$ cat src/rtl/csr_rmw_pkg.sv
package csr_rmw_pkg;

    localparam logic [6:0] SYS_OPCODE = 7'b1110011;

    typedef enum logic [1:0] {
        OP_NONE  = 2'b00,
        OP_WRITE = 2'b01,
        OP_SET   = 2'b10,
        OP_CLEAR = 2'b11
    } csr_op_e;

    typedef struct packed {
        logic        legal;
        csr_op_e     op;
        logic        use_imm;
        logic [11:0] addr;
        logic [4:0]  src;
        logic [4:0]  rd;
        logic        do_read;
        logic        do_write;
    } csr_dec_t;

    function automatic logic spec_read_only(input logic [11:0] spec);
        return spec[11:10] == 2'b11;
    endfunction

    function automatic logic f3_legal(input logic [2:0] f3);
        return f3[1:0] != 2'b00;
    endfunction

endpackage

$ cat src/rtl/csr_rmw_decode.sv
module csr_rmw_decode
    import csr_rmw_pkg::*;
(
    input  logic [31:0] i_instr,
    output csr_dec_t    o_dec
);

    logic [2:0] f3;

    always_comb begin
        f3             = i_instr[14:12];
        o_dec.addr     = i_instr[31:20];
        o_dec.src      = i_instr[19:15];
        o_dec.rd       = i_instr[11:7];
        o_dec.use_imm  = f3[2];
        o_dec.op       = csr_op_e'(f3[1:0]);
        o_dec.legal    = (i_instr[6:0] == SYS_OPCODE) && f3_legal(f3);
        if (o_dec.op == OP_WRITE) begin
            o_dec.do_read  = (o_dec.rd != 5'd0);
            o_dec.do_write = 1'b1;
        end else begin
            o_dec.do_read  = 1'b1;
            o_dec.do_write = (o_dec.src != 5'd0);
        end
    end

endmodule

$ cat src/rtl/csr_rmw_bank.sv
module csr_rmw_bank
    import csr_rmw_pkg::*;
#(
    parameter int          XLEN         = 32,
    parameter int          N_SCRATCH    = 4,
    parameter int          MASK_STEP    = 4,
    parameter logic [11:0] SCRATCH_BASE = 12'h340,
    parameter logic [11:0] CNT_ADDR     = 12'hB02,
    parameter logic [11:0] CNT_ALIAS    = 12'hC02,
    parameter logic [11:0] ID_ADDR      = 12'hF11,
    parameter logic [XLEN-1:0] ID_VALUE = XLEN'(32'h0000_1234)
) (
    input  logic            i_clk,
    input  logic            i_rst,
    input  logic [11:0]     i_addr,
    input  logic            i_commit,
    input  logic            i_wr,
    input  csr_op_e         i_op,
    input  logic [XLEN-1:0] i_operand,
    output logic            o_hit,
    output logic            o_ro,
    output logic [XLEN-1:0] o_rdata
);

    localparam logic [XLEN-1:0] ALL_ONES = {XLEN{1'b1}};

    function automatic logic [XLEN-1:0] merge(
        input logic [XLEN-1:0] old,
        input csr_op_e         op,
        input logic [XLEN-1:0] val,
        input logic [XLEN-1:0] mask
    );
        logic [XLEN-1:0] nv;
        case (op)
            OP_WRITE: nv = val;
            OP_SET:   nv = old | val;
            OP_CLEAR: nv = old & ~val;
            default:  nv = old;
        endcase
        return (old & ~mask) | (nv & mask);
    endfunction

    logic [XLEN-1:0] scratch [N_SCRATCH];
    logic [XLEN-1:0] scratch_rd [N_SCRATCH];
    logic [N_SCRATCH-1:0] sel;
    logic [XLEN-1:0] retired;
    logic cnt_sel, alias_sel, id_sel;

    for (genvar g = 0; g < N_SCRATCH; g++) begin : g_scr
        localparam logic [11:0]     REG_ADDR = SCRATCH_BASE + 12'(g);
        localparam logic [XLEN-1:0] REG_MASK = ALL_ONES >> (MASK_STEP * g);

        assign sel[g]        = (i_addr == REG_ADDR);
        assign scratch_rd[g] = sel[g] ? scratch[g] : '0;

        always_ff @(posedge i_clk) begin
            if (i_rst)
                scratch[g] <= '0;
            else if (i_commit && i_wr && sel[g])
                scratch[g] <= merge(scratch[g], i_op, i_operand, REG_MASK);
        end

        AST_SCRATCH_HOLD: assert property (@(posedge i_clk) disable iff (i_rst)
            !(i_commit && i_wr && sel[g]) |=> $stable(scratch[g]));
    end

    assign cnt_sel   = (i_addr == CNT_ADDR);
    assign alias_sel = (i_addr == CNT_ALIAS);
    assign id_sel    = (i_addr == ID_ADDR);

    always_ff @(posedge i_clk) begin
        if (i_rst)
            retired <= '0;
        else if (i_commit) begin
            if (i_wr && cnt_sel)
                retired <= merge(retired, i_op, i_operand, ALL_ONES);
            else
                retired <= retired + 1'b1;
        end
    end

    always_comb begin
        o_rdata = '0;
        for (int k = 0; k < N_SCRATCH; k++)
            o_rdata = o_rdata | scratch_rd[k];
        if (cnt_sel || alias_sel)
            o_rdata = retired;
        if (id_sel)
            o_rdata = ID_VALUE;
    end

    assign o_hit = (|sel) || cnt_sel || alias_sel || id_sel;
    assign o_ro  = spec_read_only(i_addr);

    AST_CNT_IDLE: assert property (@(posedge i_clk) disable iff (i_rst)
        !i_commit |=> $stable(retired));
    AST_CNT_STEP: assert property (@(posedge i_clk) disable iff (i_rst)
        (i_commit && !(i_wr && cnt_sel)) |=> retired == $past(retired) + 1'b1);

endmodule

$ cat src/rtl/csr_rmw_unit.sv
module csr_rmw_unit
    import csr_rmw_pkg::*;
#(
    parameter int          XLEN         = 32,
    parameter int          N_SCRATCH    = 4,
    parameter int          MASK_STEP    = 4,
    parameter logic [11:0] SCRATCH_BASE = 12'h340,
    parameter logic [11:0] CNT_ADDR     = 12'hB02,
    parameter logic [11:0] CNT_ALIAS    = 12'hC02,
    parameter logic [11:0] ID_ADDR      = 12'hF11,
    parameter logic [XLEN-1:0] ID_VALUE = XLEN'(32'h0000_1234)
) (
    input  logic            i_clk,
    input  logic            i_rst,
    input  logic            i_valid,
    input  logic [31:0]     i_instr,
    input  logic [XLEN-1:0] i_rs1_val,
    output logic            o_done,
    output logic [11:0]     o_addr,
    output logic [XLEN-1:0] o_rd_data,
    output logic            o_rd_strobe,
    output logic            o_wr_strobe,
    output logic            o_illegal
);

    localparam int IMM_W = 5;

    csr_dec_t        dec;
    logic [XLEN-1:0] operand;
    logic [XLEN-1:0] rdata;
    logic            hit, ro, bad, commit;

    csr_rmw_decode u_dec (
        .i_instr (i_instr),
        .o_dec   (dec)
    );

    assign operand = dec.use_imm ? {{(XLEN-IMM_W){1'b0}}, dec.src} : i_rs1_val;
    assign bad     = !dec.legal || !hit || (dec.do_write && ro);
    assign commit  = i_valid && !bad;

    csr_rmw_bank #(
        .XLEN         (XLEN),
        .N_SCRATCH    (N_SCRATCH),
        .MASK_STEP    (MASK_STEP),
        .SCRATCH_BASE (SCRATCH_BASE),
        .CNT_ADDR     (CNT_ADDR),
        .CNT_ALIAS    (CNT_ALIAS),
        .ID_ADDR      (ID_ADDR),
        .ID_VALUE     (ID_VALUE)
    ) u_bank (
        .i_clk     (i_clk),
        .i_rst     (i_rst),
        .i_addr    (dec.addr),
        .i_commit  (commit),
        .i_wr      (dec.do_write),
        .i_op      (dec.op),
        .i_operand (operand),
        .o_hit     (hit),
        .o_ro      (ro),
        .o_rdata   (rdata)
    );

    always_ff @(posedge i_clk) begin
        if (i_rst) begin
            o_done      <= 1'b0;
            o_addr      <= '0;
            o_rd_data   <= '0;
            o_rd_strobe <= 1'b0;
            o_wr_strobe <= 1'b0;
            o_illegal   <= 1'b0;
        end else begin
            o_done      <= i_valid;
            o_addr      <= i_valid ? dec.addr : o_addr;
            o_rd_data   <= (commit && dec.do_read) ? rdata : '0;
            o_rd_strobe <= commit && dec.do_read;
            o_wr_strobe <= commit && dec.do_write;
            o_illegal   <= i_valid && bad;
        end
    end

    AST_ILLEGAL_QUIET: assert property (@(posedge i_clk) disable iff (i_rst)
        o_illegal |-> !o_rd_strobe && !o_wr_strobe && o_rd_data == '0);
    AST_RO_NEVER_WRITTEN: assert property (@(posedge i_clk) disable iff (i_rst)
        o_wr_strobe |-> !spec_read_only(o_addr));
    AST_FLAGS_NEED_DONE: assert property (@(posedge i_clk) disable iff (i_rst)
        (o_rd_strobe || o_wr_strobe || o_illegal) |-> o_done);
    AST_IDLE_QUIET: assert property (@(posedge i_clk) disable iff (i_rst)
        !i_valid |=> !o_done && !o_illegal);
    AST_NO_READ_ZERO: assert property (@(posedge i_clk) disable iff (i_rst)
        !o_rd_strobe |-> o_rd_data == '0);
    AST_WRITE_ALWAYS: assert property (@(posedge i_clk) disable iff (i_rst)
        (i_valid && dec.legal && dec.op == OP_WRITE) |=> (o_wr_strobe || o_illegal));
    AST_SETCLR_READS: assert property (@(posedge i_clk) disable iff (i_rst)
        (i_valid && dec.legal && dec.op != OP_WRITE) |=> (o_rd_strobe || o_illegal));
    AST_ZERO_SRC_NO_WRITE: assert property (@(posedge i_clk) disable iff (i_rst)
        (i_valid && dec.op != OP_WRITE && dec.src == 5'd0) |=> !o_wr_strobe);

endmodule

$ cat config.mk
export PLATFORM = sky130hd
export DESIGN_NAME = csr_rmw_unit
export DESIGN_NICKNAME = d
export VERILOG_FILES = /design/src/rtl/csr_rmw_pkg.sv /design/src/rtl/csr_rmw_decode.sv /design/src/rtl/csr_rmw_bank.sv /design/src/rtl/csr_rmw_unit.sv
export SDC_FILE = /design/constraint.sdc
export NUM_CORES = 1
export LEC_CHECK = 0
export BUFFER_PORTS_ARGS = -buffer_cell sky130_fd_sc_hd__buf_2
export CAP_MARGIN = 20
export CORE_MARGIN = 3
export CORE_UTILIZATION = 43
export DETAILED_ROUTE_END_ITERATION = 10
export PLACE_DENSITY_LB_ADDON = 0.15
export SYNTH_ARGS = -nofsm -noshare
export SYNTH_HDL_FRONTEND = slang
export SYNTH_SLANG_ARGS = --single-unit
$ cat constraint.sdc
create_clock -name i_clk -period 7.8 [get_ports i_clk]
set_input_delay 1.17 -clock i_clk [delete_from_list [all_inputs] [get_ports i_clk]]
set_output_delay 1.17 -clock i_clk [all_outputs]
set_load 0.02 [all_outputs]
==> key figures <==
Timing
  – Worst setup skew after layout: about 0.011 ns
  – RSZ-0062 raised after global routing: false
  – Final Critical Period: roughly 4.3 ns
  – Actual slew at the worst max-slew pin: about 1.1 ns
  – Period utilization: a little over half
  – PnR worst setup slack: about 3.5 ns
  – Final Max Tran Viols: 0
  – Total Neg Setup Slack: 0 ns
  – Fmax achieved: 0.2339 GHz
  – Rel. slew slack: a little over a quarter
  – Final setup vio count: 0
  – Final Hold Vio Count: 0

Worst setup path
  – CP Max Fanout: 43
  – Crit path kind: in -> reg
  – R2r startpoint: u_bank.retired[11]
  – Reg2reg setup slack: roughly 5.2 ns
  – FF-to-FF End: u_bank.retired[29]
  – Critical path data arrival time: approximately 4.3 ns
  – CP Data Required Time: ~8 ns
  – Worst Reg-to-Reg Cells: 5
  – Crit end category: flip-flop
  – CP startpoint kind: input pin

Clock network
  – Sink Count: ~180
  – TritonCTS Buffers: 17
  – Hold-fix buffers, CTS: 0
  – Post-CTS Setup Inserts: 0
  – Clock Tree Root: clkbuf_16
  – Clock-pin slew on the worst setup and hold paths: 0.07 ns
  – Post-CTS Resized: 0
  – CTS tree: built
  – Worst skew pair latency: roughly 0.44 ns
  – Clock buffer depth: 2
  – CTS H-tree lvls: 4

Global routing
  – GRT Overall Usage: approximately 25%
  – Largest net degree at the start of global routing: 55
  – Vias in the first global route: between 8k and 9k
  – Initial antenna violation count: 0
  – GR Overflow Total: 0
  – First-pass GRT wire length: between 50000 and 60000 microns

Worst hold path
  – Cells on Worst Hold Path: 2
  – Worst hold endpoint: o_addr[8]
  – Worst Hold Launch: o_addr[8]
  – Worst Hold Class: reg -> reg

Floorplan
  – Starting Density: between 40% and 50%
  – Floorplan row count: 55
  – Core ar.: between 20000 and 25000 sq um
  – Die height: 159.4 microns
  – Total Die Area: ~25000 sq um
  – Ports: approximately 120
  – Die X: between 150 and 200 microns

Synth
  – Synth Warn #: 0
  – Avg Inst Size Synth: just over 9 sq um
  – Main synth FF type: edfxtp_1
  – Synth cell types: 78
  – Netlist Area Pre-Place: 10110 sq um
  – Post-Syn Instances: 1112
  – Async set or reset register ratio after synthesis: 0%
  – Post-synth EDFFs: 104
  – Syn_nets: around 1.2k
  – Post-synthesis sequential area ratio: about 47%
  – Yosys reg bits: between 150 and 200

Power
  – Overall power: 2.094 mW
  – Maximum vdd drop: 0.0001368 V
  – Clk pwr share: 40.7%
  – Switching share of power: approximately a quarter
  – P_leak: 4.004 nW
  – Sw Pwr: roughly 0.55 mW
  – Sequential share of power: between 50% and 60%
  – Internal Pwr Total: 1.546 mW
  – Comb pwr share: 8.7%
  – PwrDens: 182.9 nW/um^2

Drt
  – DRC: 0
  – Vias/cell: 6.266
  – Routed via count: about 9.4k
  – Initial DRC count: around 980
  – Avg WL per Cell: 21.75 microns
  – Post-route ant nets: 0
  – First drt pass iteration count: 6
  – Drt total wl: between 30000 and 40000 microns

Layout
  – Area Growth Syn to Fin: 13.16%
  – Nets: ~1.2k
  – Final std cells w/o fill: approximately 1.5k
  – Final core utilization: between 50% and 60%
  – # diodes: 0
  – Fraction of layout instances using a drive strength above 1: 17.86%

Placement
  – Final HPWL DP: 21090 microns
  – Cells after DPL: around 1.5k
  – Routability cong.: ~0.91
  – Buffers added on ports: between 100 and 150
  – Post-place setup slack: ~3.1 ns

Outcome
  – Status: finished clean

Job
  – Max Cap Violations: 0
## layout by cell type (no fill, tap or decap), types with 6 or more instances in the layout
cell       netlist  layout
and3_1           7       7
a221oi_1         7       7
nand3_1         26      26
nor2b_1          6       6
a22oi_1         32      32
and4_1           6       6
or3_1            7       7
clkbuf_16        0      18
a31oi_1         53      53
nand2b_1        33      33
edfxtp_1       104     104
o211ai_1        13      13
o21bai_1        15      15
buf_4            1      20
mux2i_1         25      25
buf_2           20     114
o31ai_1          8       7
a31o_2          23      23
a211oi_1        28      28
inv_1           15      15
a21oi_1        101     101
nand4_1         10      10
dfxtp_1         80      80
nor4_1          16      16
and2_1           7       8
o32ai_1         18      18
a222oi_1        17      17
nand2_1        107     107
nor2_1         176     176
## power groups by stage
stage               combinational (mW)  sequential (mW)  clock (mW)
floorplan                        0.114             1.08           0
global placement                 0.180             1.08           0
detailed placement               0.181             1.08           0
CTS                              0.182             1.06       0.858
global route                     0.202             1.06       0.898
finish                           0.183             1.06       0.852
## cells by family after synthesis
| logic type | synth area share, % |
|---|---|
| buf+inv | 4.367 |
| compound gates | 24.86 |
| simple gates | 21.04 |
| mux | 2.808 |
| fa+ha+maj | 0.1237 |
| flops | 46.71 |
| xor+xnor | 0.08661 |
## Yosys cell counts, types with 15 or more instances
cell | n | area (sq um)
a211oi_1 | 28 | 210.2
a21oi_1 | 101 | 505.5
a222oi_1 | 17 | 170.2
a22oi_1 | 32 | 240.2
a31o_2 | 23 | 201.4
a31oi_1 | 53 | 331.6
buf_2 | 20 | 100.1
clkbuf_1 | 59 | 221.5
dfxtp_1 | 80 | 1602
edfxtp_1 | 104 | 3123
inv_1 | 15 | 56.30
mux2i_1 | 25 | 250.2
nand2_1 | 107 | 401.6
nand2b_1 | 33 | 206.5
nand3_1 | 26 | 130.1
nor2_1 | 176 | 660.6
nor4_1 | 16 | 100.1
o21bai_1 | 15 | 112.6
o32ai_1 | 18 | 157.7
## state kept, by name, indices dropped and copies added (netlist names)
register and flops:
u_bank.scratch 104, o_rd_data 32, u_bank.retired 32, o_addr 12, o_done 1, o_illegal 1
o_rd_strobe 1, o_wr_strobe 1
## layout make-up
| cell class | instances | area, sq um |
|---|---|---|
| fill | 2230 | 11400 |
| multi-input combinational | 821 | 4981 |
| sequential | 184 | 4725 |
| timing repair buffer | 135 | 735.7 |
| clock buffer | 21 | 471.7 |
| tap | 313 | 391.6 |
| clock inverter | 11 | 85.08 |
| inverter | 15 | 56.30 |
## stage by stage
step / hold WS, ns / area, sq um
3_5_place_dp: 0.4816 / 10870
5_1_grt: 0.5225 / 11450
4_1_cts: 0.4987 / 11430
3_3_place_gp: 0.4743 / 10870
6_report: 0.4904 / 11450
2_1_floorplan: 0.4596 / 10110
## critical path, stage by stage
cell,delay [ns]
buf_2,0.59
nor2b_1,0.36
o31ai_1,0.50
nand3_1,0.15
buf_4,0.28
nor2_1,0.34
a31o_2,0.91
## how the worst max path moves through the flow
stage,from,to,slack [ns],cells past startpoint
floorplan,i_instr[19],u_bank.scratch[0][0],4.16,6
global placement,i_instr[13],u_bank.scratch[0][10],3.22,7
detailed placement,i_instr[13],u_bank.scratch[1][16],3.14,7
CTS,i_instr[13],u_bank.scratch[1][12],3.61,7
global route,i_instr[13],u_bank.scratch[0][11],3.33,7
finish,i_instr[13],u_bank.scratch[0][11],3.52,7
## routing by layer
layer | global-route usage, % | wire, microns | vias to the layer above
met4 | 7.799 | 629 | 0
li1 | - | - | 4370
met1 | 35.10 | 14360 | 4541
met2 | 40.32 | 15180 | 445
met3 | 4.553 | 2457 | 43
met5 | 0 | 0 | -
Power figures use the tool's default switching activity.
